===== config.mk =====
export PLATFORM = sky130hd
export DESIGN_NAME = keyed_wdt
export DESIGN_NICKNAME = d
export VERILOG_FILES = /design/src/rtl/wdt_pkg.sv /design/src/rtl/wdt_cfg_reg.sv /design/src/rtl/wdt_key_seq.sv /design/src/rtl/wdt_timer.sv /design/src/rtl/wdt_alarm.sv /design/src/rtl/keyed_wdt.sv
export SDC_FILE = /design/constraint.sdc
export NUM_CORES = 1
export LEC_CHECK = 0
export CORE_ASPECT_RATIO = 1.25
export CORE_UTILIZATION = 40
export CTS_CLUSTER_SIZE = 24
export DETAILED_ROUTE_END_ITERATION = 8
export GPL_ROUTABILITY_DRIVEN = 0
export PLACE_DENSITY_LB_ADDON = 0.15
export SYNTH_ARGS = -nofsm -noshare
export SYNTH_HDL_FRONTEND = slang
export SYNTH_SLANG_ARGS = --single-unit

===== constraint.sdc =====
create_clock -name clk -period 3.5 [get_ports clk]
set_input_delay 0.35 -clock clk [delete_from_list [all_inputs] [get_ports clk]]
set_output_delay 0.35 -clock clk [all_outputs]
set_load 0.005 [all_outputs]

===== src/rtl/wdt_pkg.sv =====
// Shared definitions for the keyed-service watchdog: control word layout,
// service keys, register indices and the configuration record.
package wdt_pkg;

    localparam int BUS_W      = 32;
    localparam int TO_W       = 16;
    localparam int TO_LSB     = 16;
    localparam int BIT_FREEZE = 3;
    localparam int BIT_EN     = 2;
    localparam int BIT_MODE   = 1;
    localparam int BIT_PRE    = 0;

    localparam logic [15:0] KEY_FIRST  = 16'h556C;
    localparam logic [15:0] KEY_SECOND = 16'hAA39;

    typedef enum logic [1:0] {
        RSEL_CTRL    = 2'd0,
        RSEL_COUNT   = 2'd1,
        RSEL_SERVICE = 2'd2,
        RSEL_STATUS  = 2'd3
    } reg_sel_e;

    typedef enum logic {
        KS_IDLE,
        KS_ARMED
    } key_state_e;

    typedef struct packed {
        logic [TO_W-1:0] timeout;
        logic            freeze;
        logic            enable;
        logic            rst_mode;
        logic            prescale;
    } wdt_cfg_t;

    // Extract the configuration record from a control bus word.
    function automatic wdt_cfg_t unpack_ctrl(input logic [BUS_W-1:0] w);
        wdt_cfg_t c;
        c.timeout  = w[TO_LSB +: TO_W];
        c.freeze   = w[BIT_FREEZE];
        c.enable   = w[BIT_EN];
        c.rst_mode = w[BIT_MODE];
        c.prescale = w[BIT_PRE];
        return c;
    endfunction

    // Place the configuration record back into a control bus word.
    function automatic logic [BUS_W-1:0] pack_ctrl(input wdt_cfg_t c);
        logic [BUS_W-1:0] w;
        w                  = '0;
        w[TO_LSB +: TO_W]  = c.timeout;
        w[BIT_FREEZE]      = c.freeze;
        w[BIT_EN]          = c.enable;
        w[BIT_MODE]        = c.rst_mode;
        w[BIT_PRE]         = c.prescale;
        return w;
    endfunction

endpackage


===== src/rtl/wdt_cfg_reg.sv =====
// Write-once configuration register.
// Accepts the first control write after power-on reset and locks;
// later writes are dropped. Assumes wr_en is a single-cycle strobe.
module wdt_cfg_reg
    import wdt_pkg::*;
(
    input  logic             clk,
    input  logic             rst_n,
    input  logic             wr_en,
    input  logic [BUS_W-1:0] wdata,
    output wdt_cfg_t         cfg,
    output logic             locked,
    output logic             load
);

    wdt_cfg_t cfg_q;
    logic     locked_q;

    // A write is taken only while the register is still open.
    assign load   = wr_en && !locked_q;
    assign cfg    = cfg_q;
    assign locked = locked_q;

    // Capture the first write and close the register.
    always_ff @(posedge clk) begin
        if (!rst_n) begin
            cfg_q    <= '0;
            locked_q <= 1'b0;
        end else if (load) begin
            cfg_q    <= unpack_ctrl(wdata);
            locked_q <= 1'b1;
        end
    end

endmodule


===== src/rtl/wdt_key_seq.sv =====
// Service key sequencer.
// Tracks the ordered two-word key on the service register and issues a
// one-cycle service pulse when the second key follows the first directly.
// Assumes wr_en marks exactly one service write per cycle.
module wdt_key_seq
    import wdt_pkg::*;
(
    input  logic        clk,
    input  logic        rst_n,
    input  logic        wr_en,
    input  logic [15:0] wdata,
    output logic        service
);

    key_state_e state_q, state_d;

    // The second key counts only while armed.
    assign service = wr_en && (state_q == KS_ARMED) && (wdata == KEY_SECOND);

    // Next state: arm on the first key from idle, fall back to idle on any
    // write seen while armed.
    always_comb begin
        state_d = state_q;
        if (wr_en) begin
            if (state_q == KS_IDLE) begin
                state_d = (wdata == KEY_FIRST) ? KS_ARMED : KS_IDLE;
            end else begin
                state_d = KS_IDLE;
            end
        end
    end

    // Hold the sequencer state.
    always_ff @(posedge clk) begin
        if (!rst_n) begin
            state_q <= KS_IDLE;
        end else begin
            state_q <= state_d;
        end
    end

endmodule


===== src/rtl/wdt_timer.sv =====
// Prescaler and down-counter.
// Counts down on each tick (every clock, or every 2^PRESCALE_LOG2 clocks
// when prescale is on) and flags expiry when a tick meets a count of one
// or zero. A reload clears the prescaler and wins over expiry.
// Assumes the configuration is stable except on the reload cycle.
module wdt_timer
    import wdt_pkg::*;
#(
    parameter int PRESCALE_LOG2 = 16,
    parameter int CNT_W         = 16
) (
    input  logic             clk,
    input  logic             rst_n,
    input  wdt_cfg_t         cfg,
    input  logic             debug_halt,
    input  logic             reload,
    input  logic [CNT_W-1:0] reload_val,
    output logic [CNT_W-1:0] count,
    output logic             expire
);

    localparam logic [CNT_W-1:0] CNT_ONE = CNT_W'(1);

    logic             run;
    logic             pre_tick;
    logic             tick;
    logic [CNT_W-1:0] cnt_q;

    // Counting is live when enabled and not frozen by a debug halt.
    assign run = cfg.enable && !(cfg.freeze && debug_halt);

    generate
        if (PRESCALE_LOG2 > 0) begin : g_prescaler
            logic [PRESCALE_LOG2-1:0] pre_q;

            // Free-running divider, restarted on every reload.
            always_ff @(posedge clk) begin
                if (!rst_n) begin
                    pre_q <= '0;
                end else if (reload) begin
                    pre_q <= '0;
                end else if (run) begin
                    pre_q <= pre_q + 1'b1;
                end
            end

            assign pre_tick = &pre_q;
        end else begin : g_no_prescaler
            assign pre_tick = 1'b1;
        end
    endgenerate

    assign tick   = run && (cfg.prescale ? pre_tick : 1'b1);
    assign expire = tick && (cnt_q <= CNT_ONE) && !reload;
    assign count  = cnt_q;

    // Down-counter with reload on load, service or expiry.
    always_ff @(posedge clk) begin
        if (!rst_n) begin
            cnt_q <= '1;
        end else if (reload) begin
            cnt_q <= reload_val;
        end else if (expire) begin
            cnt_q <= cfg.timeout;
        end else if (tick) begin
            cnt_q <= cnt_q - 1'b1;
        end
    end

endmodule


===== src/rtl/wdt_alarm.sv =====
// Expiry outputs and sticky status.
// Turns an expiry into a one-cycle reset request or a held interrupt
// according to the mode bit, and keeps the watchdog-reset status flag.
// Assumes expire and service never arrive in the same cycle.
module wdt_alarm (
    input  logic clk,
    input  logic rst_n,
    input  logic expire,
    input  logic rst_mode,
    input  logic service,
    input  logic status_clr,
    output logic rst_req,
    output logic irq,
    output logic status
);

    // One-cycle reset request per expiry in reset mode.
    always_ff @(posedge clk) begin
        if (!rst_n) begin
            rst_req <= 1'b0;
        end else begin
            rst_req <= expire && rst_mode;
        end
    end

    // Interrupt raised on expiry in interrupt mode, dropped by a service.
    always_ff @(posedge clk) begin
        if (!rst_n) begin
            irq <= 1'b0;
        end else if (expire && !rst_mode) begin
            irq <= 1'b1;
        end else if (service) begin
            irq <= 1'b0;
        end
    end

    // Sticky status: a new reset request wins over a clear.
    always_ff @(posedge clk) begin
        if (!rst_n) begin
            status <= 1'b0;
        end else if (expire && rst_mode) begin
            status <= 1'b1;
        end else if (status_clr) begin
            status <= 1'b0;
        end
    end

endmodule


===== src/rtl/keyed_wdt.sv =====
// Keyed-service watchdog top.
// Decodes the register bus, ties the write-once configuration, the key
// sequencer, the timer and the alarm logic together and drives read data.
// Assumes at most one register access per cycle; reads are combinational.
module keyed_wdt
    import wdt_pkg::*;
#(
    parameter int PRESCALE_LOG2 = 16
) (
    input  logic        clk,
    input  logic        rst_n,
    input  logic        bus_sel,
    input  logic        bus_wr,
    input  logic [1:0]  bus_addr,
    input  logic [31:0] bus_wdata,
    output logic [31:0] bus_rdata,
    input  logic        debug_halt,
    output logic        wdt_irq,
    output logic        wdt_rst_req
);

    localparam int CNT_W = TO_W;

    logic             wr_stb;
    logic             ctrl_wr;
    logic             svc_wr;
    logic             stat_wr;
    wdt_cfg_t         cfg_q;
    logic             cfg_locked;
    logic             cfg_load;
    logic             svc_pulse;
    logic             reload;
    logic [CNT_W-1:0] reload_val;
    logic [CNT_W-1:0] cnt_q;
    logic             expire;
    logic             status_q;
    reg_sel_e         rsel;

    // Write strobes per register.
    assign rsel    = reg_sel_e'(bus_addr);
    assign wr_stb  = bus_sel && bus_wr;
    assign ctrl_wr = wr_stb && (rsel == RSEL_CTRL);
    assign svc_wr  = wr_stb && (rsel == RSEL_SERVICE);
    assign stat_wr = wr_stb && (rsel == RSEL_STATUS);

    wdt_cfg_reg u_cfg (
        .clk    (clk),
        .rst_n  (rst_n),
        .wr_en  (ctrl_wr),
        .wdata  (bus_wdata),
        .cfg    (cfg_q),
        .locked (cfg_locked),
        .load   (cfg_load)
    );

    wdt_key_seq u_keys (
        .clk     (clk),
        .rst_n   (rst_n),
        .wr_en   (svc_wr),
        .wdata   (bus_wdata[15:0]),
        .service (svc_pulse)
    );

    // The first control write loads its own timeout; a service reuses the
    // stored one.
    assign reload     = cfg_load || svc_pulse;
    assign reload_val = cfg_load ? bus_wdata[TO_LSB +: CNT_W] : cfg_q.timeout;

    wdt_timer #(
        .PRESCALE_LOG2 (PRESCALE_LOG2),
        .CNT_W         (CNT_W)
    ) u_timer (
        .clk        (clk),
        .rst_n      (rst_n),
        .cfg        (cfg_q),
        .debug_halt (debug_halt),
        .reload     (reload),
        .reload_val (reload_val),
        .count      (cnt_q),
        .expire     (expire)
    );

    wdt_alarm u_alarm (
        .clk        (clk),
        .rst_n      (rst_n),
        .expire     (expire),
        .rst_mode   (cfg_q.rst_mode),
        .service    (svc_pulse),
        .status_clr (stat_wr && bus_wdata[0]),
        .rst_req    (wdt_rst_req),
        .irq        (wdt_irq),
        .status     (status_q)
    );

    // Read multiplexer.
    always_comb begin
        case (rsel)
            RSEL_CTRL:   bus_rdata = pack_ctrl(cfg_q);
            RSEL_COUNT:  bus_rdata = {{(BUS_W-CNT_W){1'b0}}, cnt_q};
            RSEL_STATUS: bus_rdata = {{(BUS_W-1){1'b0}}, status_q};
            default:     bus_rdata = '0;
        endcase
    end

endmodule


==> summary.md <==
Status
• result of the run: finished, final reports clean

Die
• effective utilization at floorplan: 41.0%
• die footprint: 8310 um2
• FP Rows: 36
• Std-Cell Core Area: 7750 um2
• vertical die dimension: 102 um
• number of top-level pins: 73
• overall die width: 81.7 um

Synth
• largest cells by area after synthesis: sky130_fd_sc_hd__dfxtp_1 36%, sky130_fd_sc_hd__mux2i_1 7.2%, sky130_fd_sc_hd__nor2_1 5.8%
• cell with the most instances after synthesis: sky130_fd_sc_hd__dfxtp_1
• count of yosys warnings during synthesis: 0
• cell area after synthesis: 3180 um2
• flip-flop and latch count after synthesis: 57
• synthesized netlist cell count: 387
• Synth top area share: 35.9%
• commonest register cell after synthesis: sky130_fd_sc_hd__dfxtp_1
• Async SR Flop Fraction: 0%
• average cell area after synthesis: 8.22 um2
• Yosys cell types: 56
• library cell occupying the most area in the post-synthesis netlist: sky130_fd_sc_hd__dfxtp_1
• number of synthesized flops with an enable pin: 0
• share of synthesized area occupied by flip-flops and latches: 35.9%
• most common library cells after synthesis: 57 x sky130_fd_sc_hd__dfxtp_1, 49 x sky130_fd_sc_hd__nor2_1, 28 x sky130_fd_sc_hd__and2_1
• net count after synthesis: 429

Clock network
• Root Buffer: sky130_fd_sc_hd__clkbuf_8
• number of buffers between clock root and the deepest sink: 2
• number of gates resized after CTS: 0
• CTS Hold Bufs: 0
• total number of clock tree sinks: 57
• Clock Latency Late Sink: 0.35 ns
• number of setup buffers added after CTS: 0
• H-tree depth: 3
• TritonCTS clock tree: done
• TritonCTS Buffers: 9
• register clock-pin slew on the reported worst setup and hold paths: 0.07 ns

Setup path
• category of the critical setup timing path: register to register
• required time worst endpoint: 3.77 ns
• type of destination of the critical path: register
• worst-path fanout max: 9
• depth of the worst register-to-register path: 5
• arrival time at the worst endpoint: 3.15 ns
• nature of the critical path startpoint: register

Place
• Placement Cell Area: 4000 um2
• IO Port Bufs: 72
• half-perimeter wire length after placement: 6.64 mm

Global route
• antenna violations before repair: 0
• wire length of the first global-routing pass: 15.0 mm
• overflow left after global routing: 0
• maximum number of pins on one net before global-route repair: 29
• number of global-route vias before repair: 3102
• aggregate global-route resource usage: 23.7%

Timing
• normalized max-slew margin: 30.9%
• final critical path time including I/O delays and setup: 2.88 ns
• number of pins with negative max-slew slack in the final report: 0
• total negative slack: 0 ns
• Fmax: 347 MHz
• # setup viols final: 0
• Slew @ Worst Pin: 1.03 ns
• ratio of final minimum period to clock period: 82.3%
• count of endpoints failing hold in the final timing report: 0
• clock skew after layout: 0.00822 ns
• setup repair after global routing missed its margin: false

Power
• power density cells: 351 nW/um2
• power spent charging and discharging nets: 0.370 mW
• internal power summed over all cells: 1.10 mW
• maximum vdd ir drop: 0.000217 V
• Switching Share: 25.1%
• Seq pwr share: 46.3%
• leakage power total: 1.42 nW
• power share of the clock group: 42.4%
• combinational cell fraction of total power: 11.4%

Worst hold path
• cell count of the worst hold path: 2
• path type of the worst min-delay path: register to register

Route
• number of nets with antenna violations after routing: 0
• average wire per standard cell: 16.5 um
• Highest Signal Layer: met4
• via total after detailed routing: 3132
• DR DRC count: 0
• metal3 WL: 354 um
• met1 wire length: 4.08 mm
• Initial DRC Count: 125
• TritonRoute pass-1 iters: 4
• drt via density: 5.64
• Total Routed Length: 9.16 mm
• wire length on met2: 4.52 mm

Finish
• Final Cell Area: 4190 um2
• number of antenna diodes: 0
• fraction of final layout cells with drive strength greater than 1: 6.74%
• Nets: 497
• Area Growth Syn to Fin: 31.9%

Run
• max_cap viols: 0

## cell families (layout without fill, tap and decap cells)
| kind of cell | Yosys count | count (layout) | synth area share (%) |
|---|---|---|---|
| buffers and inverters | 33 | 106 | 4.33 |
| adders and majority gates | 3 | 3 | 1.18 |
| and+or+nand+nor | 175 | 175 | 29.0 |
| muxes | 23 | 23 | 7.24 |
| xor gates and xnor gates | 19 | 19 | 5.23 |
| DFF | 57 | 57 | 35.9 |
| AOI/OAI and AO/OA | 77 | 77 | 17.1 |
## registers in the layout (all words and copies together), names as in the netlist
| signal | cells |
|---|---|
| u_cfg.locked | 1 |
| u_alarm.rst_req | 1 |
| u_alarm.irq | 1 |
| u_cfg.cfg | 20 |
| u_alarm.status | 1 |
| u_keys.state_q | 1 |
| u_timer.g_prescaler.pre_q | 16 |
| u_timer.count | 16 |
## power groups by stage
stage | clock network, mW | logic, mW | registers (mW)
floorplan | 0 | 0.0748 | 0.688
finish | 0.624 | 0.167 | 0.681
global route | 0.659 | 0.182 | 0.683
global placement | 0 | 0.165 | 0.695
CTS | 0.632 | 0.168 | 0.681
detailed placement | 0 | 0.167 | 0.695
## metrics by stage
stage | util [%] | power (mW) | hold slack, ns | instances | worst slack [ns]
floorplan | - | 0.763 | 0.451 | 387 | 0.989
CTS | 54.1 | 1.48 | 0.485 | 555 | 0.661
detailed placement | 51.6 | 0.863 | 0.476 | 539 | 0.550
global route | 54.1 | 1.52 | 0.502 | 555 | 0.427
finish | 54.1 | 1.47 | 0.480 | 555 | 0.620
global placement | 51.6 | 0.860 | 0.471 | 539 | 0.566
## layout by cell type, fill, tap and decap left out, types with 2 or more instances in the layout
cell	instances
sky130_fd_sc_hd__nor3_1	13
sky130_fd_sc_hd__o211ai_1	7
sky130_fd_sc_hd__and3_1	5
sky130_fd_sc_hd__or3_1	7
sky130_fd_sc_hd__a311oi_1	4
sky130_fd_sc_hd__a21oi_1	15
sky130_fd_sc_hd__o21a_1	3
sky130_fd_sc_hd__o31a_1	2
sky130_fd_sc_hd__a22oi_1	5
sky130_fd_sc_hd__nand3_1	10
sky130_fd_sc_hd__nor2b_1	3
sky130_fd_sc_hd__o21ai_0	13
sky130_fd_sc_hd__ha_1	3
sky130_fd_sc_hd__nand2_1	24
sky130_fd_sc_hd__and2_1	28
sky130_fd_sc_hd__inv_1	6
sky130_fd_sc_hd__o221ai_1	2
sky130_fd_sc_hd__clkinvlp_4	2
sky130_fd_sc_hd__buf_4	11
sky130_fd_sc_hd__mux2i_1	23
sky130_fd_sc_hd__nor4bb_1	2
sky130_fd_sc_hd__a32oi_1	6
sky130_fd_sc_hd__nand4_1	6
sky130_fd_sc_hd__xor2_1	10
sky130_fd_sc_hd__or4_1	7
sky130_fd_sc_hd__o22ai_1	2
sky130_fd_sc_hd__or2_2	2
sky130_fd_sc_hd__clkbuf_8	10
sky130_fd_sc_hd__a211o_1	2
sky130_fd_sc_hd__clkinv_2	2
sky130_fd_sc_hd__nor2_1	49
sky130_fd_sc_hd__a31oi_1	2
sky130_fd_sc_hd__clkdlybuf4s50_1	72
sky130_fd_sc_hd__and4_1	2
sky130_fd_sc_hd__nand4b_1	2
sky130_fd_sc_hd__nor4_1	9
sky130_fd_sc_hd__dfxtp_1	57
sky130_fd_sc_hd__xnor2_1	9
sky130_fd_sc_hd__a211oi_1	2
## worst paths after layout
path / from / slack, ns / endpoint
worst min register to register: u_alarm.status$_SDFFE_PN0P_ / 0.48 / u_alarm.status$_SDFFE_PN0P_
worst max-delay path: u_timer.count[13]$_SDFFE_PN1P_ / 0.62 / u_timer.count[12]$_SDFFE_PN1P_
worst max register to register: u_timer.count[13]$_SDFFE_PN1P_ / 0.62 / u_timer.count[12]$_SDFFE_PN1P_
worst min-delay path: u_alarm.status$_SDFFE_PN0P_ / 0.48 / u_alarm.status$_SDFFE_PN0P_
## routing by layer
metal  vias to the layer above  GRT usage, %
met5                         -             0
met4                         0          10.9
met3                        16          3.33
met2                        83          40.3
met1                      1494          29.1
li1                       1539             -
## critical path, stage by stage (launching register included)
cell and delay (ns):
sky130_fd_sc_hd__dfxtp_1 0.35, sky130_fd_sc_hd__or4_1 0.66, sky130_fd_sc_hd__nor3_1 0.88, sky130_fd_sc_hd__nand2_1 0.43, sky130_fd_sc_hd__a211o_1 0.35, sky130_fd_sc_hd__a32oi_1 0.14
## cell type report
cell class / instances / area (um2)
clock buffer: 11 / 141
inverter: 7 / 26.3
multi-input combinational: 297 / 1910
sequential: 57 / 1140
timing repair buffer: 83 / 803
fill: 754 / 3550
tap: 95 / 119
clock inverter: 5 / 55.1
(Power assumes the default switching activity.)
